### src/rtl/sram_rmw_pkg.sv
package sram_rmw_pkg;

  typedef enum logic [2:0] {
    OP_READ  = 3'd0,
    OP_WRITE = 3'd1,
    OP_SWAP  = 3'd2,
    OP_SET   = 3'd3,
    OP_CLR   = 3'd4,
    OP_ADD   = 3'd5,
    OP_SUB   = 3'd6,
    OP_RSVD  = 3'd7
  } op_e;

  typedef enum logic [2:0] {
    S_IDLE = 3'd0,
    S_MEM  = 3'd1,
    S_CHK  = 3'd2,
    S_WB   = 3'd3,
    S_DONE = 3'd4
  } st_e;

  function automatic logic op_is_atomic(op_e op);
    return (op == OP_SWAP) || (op == OP_SET) || (op == OP_CLR) ||
           (op == OP_ADD)  || (op == OP_SUB);
  endfunction

endpackage

### src/rtl/sram_par_enc.sv
module sram_par_enc #(
  parameter int BYTE_W = 8,
  parameter int NBYTES = 2,
  localparam int DATA_W = BYTE_W * NBYTES,
  localparam int WORD_W = (BYTE_W + 1) * NBYTES
) (
  input  logic              par_en,
  input  logic [DATA_W-1:0] data,
  output logic [WORD_W-1:0] word
);
  for (genvar i = 0; i < NBYTES; i++) begin : g_lane
    assign word[i*(BYTE_W+1) +: BYTE_W] = data[i*BYTE_W +: BYTE_W];
    assign word[i*(BYTE_W+1) + BYTE_W]  = par_en & (^data[i*BYTE_W +: BYTE_W]);
  end
endmodule

### src/rtl/sram_par_chk.sv
module sram_par_chk #(
  parameter int BYTE_W = 8,
  parameter int NBYTES = 2,
  localparam int DATA_W = BYTE_W * NBYTES,
  localparam int WORD_W = (BYTE_W + 1) * NBYTES
) (
  input  logic [WORD_W-1:0] word,
  output logic [DATA_W-1:0] data,
  output logic [NBYTES-1:0] bad
);
  for (genvar i = 0; i < NBYTES; i++) begin : g_lane
    assign data[i*BYTE_W +: BYTE_W] = word[i*(BYTE_W+1) +: BYTE_W];
    assign bad[i] = ^word[i*(BYTE_W+1) +: (BYTE_W+1)];
  end
endmodule

### src/rtl/sram_rmw_alu.sv
module sram_rmw_alu
  import sram_rmw_pkg::*;
#(
  parameter int DATA_W = 16
) (
  input  op_e               op,
  input  logic [DATA_W-1:0] old_val,
  input  logic [DATA_W-1:0] opnd,
  output logic [DATA_W-1:0] new_val
);
  always_comb begin
    case (op)
      OP_SWAP: new_val = opnd;
      OP_SET:  new_val = old_val | opnd;
      OP_CLR:  new_val = old_val & ~opnd;
      OP_ADD:  new_val = old_val + opnd;
      OP_SUB:  new_val = old_val - opnd;
      default: new_val = old_val;
    endcase
  end
endmodule

### src/rtl/sram_err_log.sv
module sram_err_log #(
  parameter int ADDR_W = 8
) (
  input  logic              clk,
  input  logic              rst,
  input  logic              hit,
  input  logic [ADDR_W-1:0] hit_addr,
  output logic              flag,
  output logic [ADDR_W-1:0] addr
);
  always_ff @(posedge clk) begin
    if (rst) begin
      flag <= 1'b0;
      addr <= '0;
    end else if (hit && !flag) begin
      flag <= 1'b1;
      addr <= hit_addr;
    end
  end

  // the flag only clears through reset
  a_r10_sticky: assert property (@(posedge clk) disable iff (rst)
    $past(flag) |-> flag);

  // the first failing address is kept
  a_r10_addr_hold: assert property (@(posedge clk) disable iff (rst)
    (flag && $past(flag)) |-> $stable(addr));
endmodule

### src/rtl/sram_rmw_unit.sv
module sram_rmw_unit
  import sram_rmw_pkg::*;
#(
  parameter int ADDR_W = 8,
  parameter int TAG_W  = 4,
  parameter int BYTE_W = 8,
  parameter int NBYTES = 2,
  localparam int DATA_W = BYTE_W * NBYTES,
  localparam int WORD_W = (BYTE_W + 1) * NBYTES
) (
  input  logic              clk,
  input  logic              rst,
  input  logic              par_en,
  input  logic              req_valid,
  output logic              req_ready,
  input  logic [2:0]        req_op,
  input  logic [ADDR_W-1:0] req_addr,
  input  logic [DATA_W-1:0] req_data,
  input  logic [TAG_W-1:0]  req_tag,
  output logic              rsp_valid,
  output logic [DATA_W-1:0] rsp_data,
  output logic [TAG_W-1:0]  rsp_tag,
  output logic              rsp_perr,
  output logic              perr_flag,
  output logic [ADDR_W-1:0] perr_addr,
  output logic              mem_en,
  output logic              mem_we,
  output logic [ADDR_W-1:0] mem_addr,
  output logic [WORD_W-1:0] mem_wdata,
  input  logic [WORD_W-1:0] mem_rdata
);

  st_e               st;
  op_e               op_q;
  logic [ADDR_W-1:0] addr_q;
  logic [DATA_W-1:0] opnd_q;
  logic [TAG_W-1:0]  tag_q;

  logic [DATA_W-1:0] rd_data;
  logic [NBYTES-1:0] bad_vec;
  logic [DATA_W-1:0] alu_out;
  logic [DATA_W-1:0] enc_in;
  logic [WORD_W-1:0] enc_word;
  logic              rd_bad;
  logic              log_hit;

  assign req_ready = (st == S_IDLE);
  assign enc_in    = (st == S_IDLE) ? req_data : alu_out;
  assign rd_bad    = par_en && (|bad_vec);
  assign log_hit   = (st == S_CHK) && rd_bad;

  sram_par_chk #(.BYTE_W(BYTE_W), .NBYTES(NBYTES)) u_chk (
    .word (mem_rdata),
    .data (rd_data),
    .bad  (bad_vec)
  );

  sram_rmw_alu #(.DATA_W(DATA_W)) u_alu (
    .op      (op_q),
    .old_val (rd_data),
    .opnd    (opnd_q),
    .new_val (alu_out)
  );

  sram_par_enc #(.BYTE_W(BYTE_W), .NBYTES(NBYTES)) u_enc (
    .par_en (par_en),
    .data   (enc_in),
    .word   (enc_word)
  );

  sram_err_log #(.ADDR_W(ADDR_W)) u_log (
    .clk      (clk),
    .rst      (rst),
    .hit      (log_hit),
    .hit_addr (addr_q),
    .flag     (perr_flag),
    .addr     (perr_addr)
  );

  always_ff @(posedge clk) begin
    if (rst) begin
      st        <= S_IDLE;
      op_q      <= OP_READ;
      addr_q    <= '0;
      opnd_q    <= '0;
      tag_q     <= '0;
      mem_en    <= 1'b0;
      mem_we    <= 1'b0;
      mem_addr  <= '0;
      mem_wdata <= '0;
      rsp_valid <= 1'b0;
      rsp_data  <= '0;
      rsp_tag   <= '0;
      rsp_perr  <= 1'b0;
    end else begin
      mem_en    <= 1'b0;
      mem_we    <= 1'b0;
      rsp_valid <= 1'b0;
      case (st)
        S_IDLE: begin
          if (req_valid) begin
            op_q      <= op_e'(req_op);
            addr_q    <= req_addr;
            opnd_q    <= req_data;
            tag_q     <= req_tag;
            mem_en    <= 1'b1;
            mem_we    <= (op_e'(req_op) == OP_WRITE);
            mem_addr  <= req_addr;
            mem_wdata <= enc_word;
            st        <= S_MEM;
          end
        end
        S_MEM: begin
          if (op_q == OP_WRITE) begin
            rsp_valid <= 1'b1;
            rsp_data  <= '0;
            rsp_perr  <= 1'b0;
            rsp_tag   <= tag_q;
            st        <= S_DONE;
          end else begin
            st        <= S_CHK;
          end
        end
        S_CHK: begin
          rsp_data <= rd_data;
          rsp_perr <= rd_bad;
          rsp_tag  <= tag_q;
          if (op_is_atomic(op_q)) begin
            mem_en    <= 1'b1;
            mem_we    <= 1'b1;
            mem_addr  <= addr_q;
            mem_wdata <= enc_word;
            st        <= S_WB;
          end else begin
            rsp_valid <= 1'b1;
            st        <= S_DONE;
          end
        end
        S_WB: begin
          rsp_valid <= 1'b1;
          st        <= S_DONE;
        end
        S_DONE:  st <= S_IDLE;
        default: st <= S_IDLE;
      endcase
    end
  end

  // a write-back is preceded by a read of the same word, with an idle cycle between them
  a_r8_atomic_pair: assert property (@(posedge clk) disable iff (rst)
    (mem_en && mem_we && st == S_WB) |->
      ($past(mem_en, 2) && !$past(mem_we, 2) && !$past(mem_en) &&
       $past(mem_addr, 2) == mem_addr));

  // no second acceptance directly after one
  a_r2_busy_after_accept: assert property (@(posedge clk) disable iff (rst)
    (req_valid && req_ready) |=> !req_ready);

  // responses are single-cycle pulses
  a_r2_single_pulse: assert property (@(posedge clk) disable iff (rst)
    rsp_valid |=> !rsp_valid);

  // a response never coexists with an accept
  a_r2_rsp_not_idle: assert property (@(posedge clk) disable iff (rst)
    rsp_valid |-> !req_ready);

endmodule

### config.mk
export PLATFORM = sky130hd
export DESIGN_NAME = sram_rmw_unit
export DESIGN_NICKNAME = d
export VERILOG_FILES = /design/src/rtl/sram_rmw_pkg.sv /design/src/rtl/sram_par_enc.sv /design/src/rtl/sram_par_chk.sv /design/src/rtl/sram_rmw_alu.sv /design/src/rtl/sram_err_log.sv /design/src/rtl/sram_rmw_unit.sv
export SDC_FILE = /design/constraint.sdc
export NUM_CORES = 1
export LEC_CHECK = 0
export BUFFER_PORTS_ARGS = -buffer_cell sky130_fd_sc_hd__buf_2
export CORE_ASPECT_RATIO = 1.1
export CORE_UTILIZATION = 60
export DETAILED_ROUTE_END_ITERATION = 6
export GPL_TIMING_DRIVEN = 0
export PLACE_DENSITY = 0.86
export SKIP_CTS_REPAIR_TIMING = 1
export SYNTH_ARGS = -nofsm -noshare
export SYNTH_HDL_FRONTEND = slang
export SYNTH_SLANG_ARGS = --single-unit
### constraint.sdc
create_clock -name clk -period 11.93 [get_ports clk]
set_input_delay 0 -clock clk [delete_from_list [all_inputs] [get_ports clk]]
set_output_delay 0 -clock clk [all_outputs]
set_load 0.01 [all_outputs]
==> results of run 1 <==
-- final cells by class --
cell class              instances  area (um^2)  area share (%)
repair buffers                145          891            13.1
plain buffers                  47          193            2.84
well taps                     114          143            2.10
clock inverters                 6         52.6           0.775
clock buffers                  10          138            2.03
flip-flops and latches         93         1860            27.4
multi-input cells             567         3450            50.9
inverters                      14         52.6           0.775
-- flip-flops by register name, summed over array words and instances (netlist names), 4 cells and up --
signal,cells
addr_q,8
mem_wdata,18
rsp_tag,4
u_log.addr,8
tag_q,4
rsp_data,16
opnd_q,16
mem_addr,8
-- cell families (layout without fill, tap and decap cells) --
logic type	Yosys count	after routing	synth area share, %
AO/OA/AOI/OAI	219	219	24.3
adder cells (fa/ha/maj)	19	19	4.41
flip-flops	93	93	33.5
XOR/XNOR	51	51	8.80
multiplexers	23	23	4.37
AND/OR/NAND/NOR	255	255	20.2
buffers and inverters	61	222	4.41
-- critical path, stage by stage (launching register included) --
cell and delay (ns):
dfxtp_1 0.39, clkbuf_1 0.37, buf_2 0.33, or2_1 0.16, clkbuf_1 0.38, o31ai_1 0.24
xor2_1 0.19, ha_1 0.38, and4_1 0.25, a21oi_1 0.13, a21bo_2 0.28, a2111oi_0 0.51
a211oi_1 0.15, o21ai_1 0.22, a21oi_1 0.10, nor3_1 0.40, nor2_1 0.11, a211o_1 0.30
-- path summary, 6_finish.rpt --
kind	start	endpoint	cells past startpoint
worst min-delay path	mem_rdata[1]	rsp_data[1]$_SDFFE_PP0P_	3
worst max register to register	op_q[0]$_SDFFE_PP0P_	mem_wdata[17]$_SDFFE_PP0P_	17
worst min register to register	mem_wdata[6]$_SDFFE_PP0P_	mem_wdata[6]$_SDFFE_PP0P_	2
worst max-delay path	op_q[0]$_SDFFE_PP0P_	mem_wdata[17]$_SDFFE_PP0P_	17
-- power groups by stage --
stage          registers (uW)  logic, uW  clock network, uW
2_1_floorplan             353        237                  0
3_3_place_gp              350        326                  0
3_5_place_dp              351        334                  0
4_1_cts                   344        337                209
5_1_grt                   346        383                220
6_report                  344        353                209
-- cells in the mapped netlist (3+ instances only) --
master | count | share of area, %
nor2b_1 | 4 | 0.45
nand3_1 | 5 | 0.45
nor2_1 | 81 | 5.5
ha_1 | 18 | 4.1
clkbuf_1 | 33 | 2.2
nand2_1 | 125 | 8.4
nor3_1 | 4 | 0.36
buf_2 | 10 | 0.90
nor4_1 | 4 | 0.45
inv_1 | 11 | 0.74
xor2_1 | 13 | 2.0
a2111oi_0 | 5 | 0.79
buf_1 | 3 | 0.20
a221oi_1 | 3 | 0.47
o21ai_1 | 14 | 1.3
nor3b_1 | 4 | 0.54
mux2i_1 | 22 | 4.0
nand3b_1 | 3 | 0.41
a21oi_1 | 89 | 8.0
a22oi_1 | 16 | 2.2
nand2b_1 | 3 | 0.34
o31ai_1 | 4 | 0.54
o21a_1 | 10 | 1.4
dfxtp_1 | 93 | 33
o21ai_0 | 37 | 3.3
or3_1 | 3 | 0.34
a211oi_1 | 15 | 2.0
o21bai_1 | 3 | 0.41
xnor2_1 | 34 | 5.4
-- per-layer routing --
| metal | vias up | global-route usage, % | wire length, um |
|---|---|---|---|
| li1 | 2823 | - | - |
| met1 | 2778 | 45.3 | 7180 |
| met2 | 339 | 61.8 | 8700 |
| met3 | 61 | 6.93 | 1560 |
| met4 | 0 | 17.5 | 760 |
| met5 | - | 0 | 0 |
-- metrics by stage --
step | instances | setup slack (ns) | area, um^2
floorplan | 721 | 7.96 | 5560
detailed placement | 947 | 7.13 | 6260
global route | 996 | 6.69 | 6780
global placement | 947 | 7.23 | 6260
CTS | 963 | 7.10 | 6450
finish | 996 | 6.95 | 6780
==> results.toml, run 1 <==
[run_status]
status = "complete, no violations"

[final_layout]
final_nets = 949
final_cell_mix = "nand2_1 (125), buf_2 (122), dfxtp_1 (93)"
final_common_cell = "nand2_1"
area_growth_pct = 22.0
num-fill-cells = 682
drive_gt1_share_pct = 17.9
final_util_pct = 76.1
diodes = 0

[yosys]
async_flop_share_pct = 0
synth_seq_cells = 93
synth.distinct_cells = 67
syn_nets = 793
synthFlopType = "dfxtp_1"
yosysWarnings = 0
postSynthCellCount = 721
synthesis.area_um2 = 5560
yosysSeqAreaShare_pct = 33.5
synth_edf_count = 0
synth.avg_cell_area_um2 = 7.71

[die]
die_y_um = 103
rows = 36
die_w_um = 93.8
dieArea_um2 = 9650
initial_utilization_pct = 62.3
coreArea_um2 = 8920
io_pins = 113

[critical_path]
critPathKind = "flip-flop to flip-flop"
worstSetupEndpointType = "flip-flop"
required_ns = 12.21
cp_data_arrival_time_ns = 5.26
critPathMaxFanout = 10
regToRegSetupSlack_ns = 6.95
startpoint_type = "flip-flop"

[run]
max-cap-violations = 0

[placement]
gp_congestion = 0.973
dpl.hpwl_um = 13300
io_buffers = 112

[min_path]
hold_path.class = "primary input to flip-flop"

[sta]
slew_viol_final = 0
hold_violations = 0
rsz0062_at_grt = "no"
tightest_slew_ns = 1.18
fin_skew_ns = 0.0122
max_freq_ghz = 0.201
min_period_ns = 4.98
final.setup.tns_ns = 0
fin_hold_ws_ns = 0.00641
finalSetupViolations = 0
relSlewSlack_pct = 21.3
finalCritPeriodShare_pct = 41.8

[clocking]
clkLatencyLatePin_ns = 0.38
cts_inserted_buffers = 9
cts_buffer_depth = 2
cts_max_level = 3
cts_tree = "done"
cts_sinks = 93
root_buffer = "clkbuf_8"
clk_pin_slew_ns = 0.10

[drt]
wl_per_cell_um = 18.3
via_count = 6001
viasPerCell = 6.03
ant_nets = 0
drc_errors = 0
dr.pass1.iters = 5
drt-initial-drc-count = 547
wl_um = 18200

[global_route]
grt_pass1_vias = 5370
grt_max_degree = 18
grt_overflow = 0
grtUsageTotal_pct = 36.7
grt_pass1_wl_um = 27000
grt_antenna_before_repair = 0

[pwr]
p_leak_uw = 0.00285
clock_power_share_pct = 23.0
p_int_uw = 563
p_total_uw = 906
combPwrFrac_pct = 39.0
ir_drop_mv = 0.109
p_per_area_nw_per_um2 = 134
seqPwrFrac_pct = 38.0
netSwitchingFraction_pct = 37.9
net-switching-power_uw = 343
No activity file was read; power rests on OpenSTA's default activity.
==> run 2, diff against run 1 <==
Settings changed: ABC_AREA from default to 1, CORE_UTILIZATION 60 to 50, PLACE_DENSITY 0.86 to 0.76.
Clock period 11.93 ns to 4 ns, I/O delays scaled along.
==> results.toml, run 2 <==
[critical_path]
crit_path_cell_trace = "inv_2 > nand3_1 > clkbuf_2 > inv_1 > a31oi_1 > xor2_1 > inv_1 > ha_1 > nand2_1 > nor2_1 > nand3_1 > nand3_1 > nand2_1 > nand3_1 > nand3_1 > nand2_1 > nand2_1 > nand2_1 > nand3_1 > nand2_1 > inv_1 > nand2_1 > nand3_1 > a21oi_1"
startpoint_type = "flip-flop"
timing.critical_path.buf_inv = 5
cp_top_family = "simple AND/OR/NAND/NOR gates"
critPathSlowestCell = "dfxtp_1"
reg2regPathDepth = 24
crit_start = "op_q[0]$_SDFFE_PP0P_"
worstSetupEndpointType = "flip-flop"
critPathKind = "flip-flop to flip-flop"
regToRegSetupSlack_ns = 0.28
critPathMaxFanout = 10
crit_end = "mem_wdata[17]$_SDFFE_PP0P_"
rr_endpoint = "mem_wdata[17]$_SDFFE_PP0P_"
cp_data_arrival_time_ns = 4.00
required_ns = 4.28
critPathMaxStageDelay_ns = 0.41
r2r-start = "op_q[0]$_SDFFE_PP0P_"
crit_cells = 24

[yosys]
synth_adder_area_share_pct = 4.34
yosysTopAreaCell = "dfxtp_1"
yosys-top-cells-count = "nand2_1 (238), inv_1 (116), dfxtp_1 (93)"
synth_seq_cells = 93
synth.mux.area_fraction_pct = 0
synth_top_family_by_area = "simple AND/OR/NAND/NOR gates"
synth_most_common_cell = "nand2_1"
async_flop_share_pct = 0
synth.distinct_cells = 37
synth_top_area_share_pct = 33.0
synth_edf_count = 0
yosys-top-cells-area = "dfxtp_1 (33%), nand2_1 (16%), a21oi_1 (8.1%)"
synth_compound_area_share_pct = 19.5
syn_nets = 947
synthXorXnorAreaFrac_pct = 4.96
yosysWarnings = 0
synth_simple_gate_area_share_pct = 27.8
synthesis.area_um2 = 5650
postSynthCellCount = 875
synthFlopType = "dfxtp_1"
synth.avg_cell_area_um2 = 6.45
yosysSeqAreaShare_pct = 33.0

[sta]
max_freq_ghz = 0.269
slew_viol_final = 0
fin_skew_ns = 0.00679
finalCritPeriodShare_pct = 92.9
relSlewSlack_pct = 52.0
hold_violations = 10
fin_hold_ws_ns = -0.0630
tightest_slew_ns = 0.717
finalSetupViolations = 0
min_period_ns = 3.72
final.setup.tns_ns = 0
rsz0062_at_grt = "no"

[final_layout]
layout.cells.non_filler = 1175
area_growth_pct = 23.3
largest-register = "mem_wdata"
seq_area_um2 = 1860
largest_reg_flops = 18
final_common_cell = "nand2_1"
final_nets = 1095
drive_gt1_share_pct = 15.5
largestRegisters = "mem_wdata x18, opnd_q x16, rsp_data x16"
multi_input_area_um2 = 3220
num-fill-cells = 1033
diodes = 0
final_cell_mix = "nand2_1 (238), buf_2 (116), inv_1 (115)"

[drt]
viasPerCell = 5.32
wl_um = 17900
drt-initial-drc-count = 438
drc_errors = 0
via_count = 6246
wl_per_cell_um = 15.2
dr.pass1.iters = 5
ant_nets = 0

[run]
max-cap-violations = 0

[placement]
dp_cells = 1133
io_buffers = 111
dpl.hpwl_um = 13500
gp_congestion = 0.897

[die]
io_pins = 113
die_y_um = 113
rows = 40
initial_utilization_pct = 51.5
dieArea_um2 = 11700
die_w_um = 103
coreArea_um2 = 11000

[clocking]
cts_inserted_buffers = 9
cts_tree = "done"
root_buffer = "clkbuf_16"
clkLatencyLatePin_ns = 0.35
cts_buffer_depth = 2
cts_max_level = 3
cts_sinks = 93
clk_pin_slew_ns = 0.07

[run_status]
status = "complete, but fails checks"
violations = "negative hold slack"

[global_route]
grtUsageTotal_pct = 30.8
grt_pass1_vias = 5605
grt_antenna_before_repair = 0
grt_overflow = 0
grt_max_degree = 19
grt_pass1_wl_um = 27200

[pwr]
p_leak_uw = 0.00342
ir_drop_mv = 0.263
p_per_area_nw_per_um2 = 458

[min_path]
hold_start = "req_tag[1]"
hold_path.class = "primary input to flip-flop"
[run 2: changes by cell type in the layout (fill, tap and decap cells not counted), moves of 26 or more]
cell / previous run / this run
nand2_1: 125 / 238
o21ai_0: 37 / 63
nand3_1: 5 / 58
nor2_1: 81 / 43
inv_1: 11 / 115
[run 2: how the worst min path moves through the flow]
stage                                    end  depth (start not counted)
finish                 tag_q[1]$_SDFFE_PP0P_                          3
global route        rsp_data[4]$_SDFFE_PP0P_                          3
CTS                   addr_q[4]$_SDFFE_PP0P_                          3
detailed placement    addr_q[3]$_SDFFE_PP0P_                          3
global placement      addr_q[3]$_SDFFE_PP0P_                          3
floorplan             opnd_q[4]$_SDFFE_PP0P_                          1
[run 2: stage by stage]
step / util [%] / power, uW / instance area [um^2] / hold WS (ns) / worst slack [ns]
finish: 63.6 / 3190 / 6970 / -0.0630 / 0.283
global route: 63.6 / 3400 / 6970 / 0.00194 / 0.00302
CTS: 61.0 / 3150 / 6680 / -0.0945 / 0.174
detailed placement: 58.3 / 2310 / 6390 / 0.271 / 0.199
global placement: 58.3 / 2290 / 6390 / 0.267 / 0.226
floorplan: - / 1970 / 5650 / 0.116 / 0.796
[run 2: final cells by class]
| class | count | area share, % |
|---|---|---|
| clock buffer | 9 | 3.23 |
| multi-input combinational | 626 | 46.2 |
| sequential | 93 | 26.7 |
| inverter | 124 | 6.68 |
| timing repair buffer | 137 | 11.7 |
| tap | 147 | 2.64 |
| buffer | 32 | 1.83 |
| clock inverter | 7 | 1.02 |
[run 2: worst min-delay path: stages]
cell and delay, ns:
buf_2 0.07, o21ai_0 0.07, a21oi_1 0.11
[run 2: logic make-up after synthesis]
kind of cell,after synthesis
flip-flops,93
AO/OA/AOI/OAI,202
XOR/XNOR,32
adder cells (fa/ha/maj),19
buffers and inverters,156
AND/OR/NAND/NOR,373
[run 2: power by group]
group,switching (uW),internal (uW)
registers,56.8,1020
clock network,408,438
logic,818,452
[run 2: per-layer routing]
| metal | track usage, % | part of all wire (%) | vias up |
|---|---|---|---|
| li1 | - | - | 3151 |
| met1 | 38.2 | 42 | 2802 |
| met2 | 51.6 | 47 | 244 |
| met3 | 4.90 | 6.4 | 49 |
| met4 | 14.9 | 4.2 | 0 |
| met5 | 0 | 0 | - |
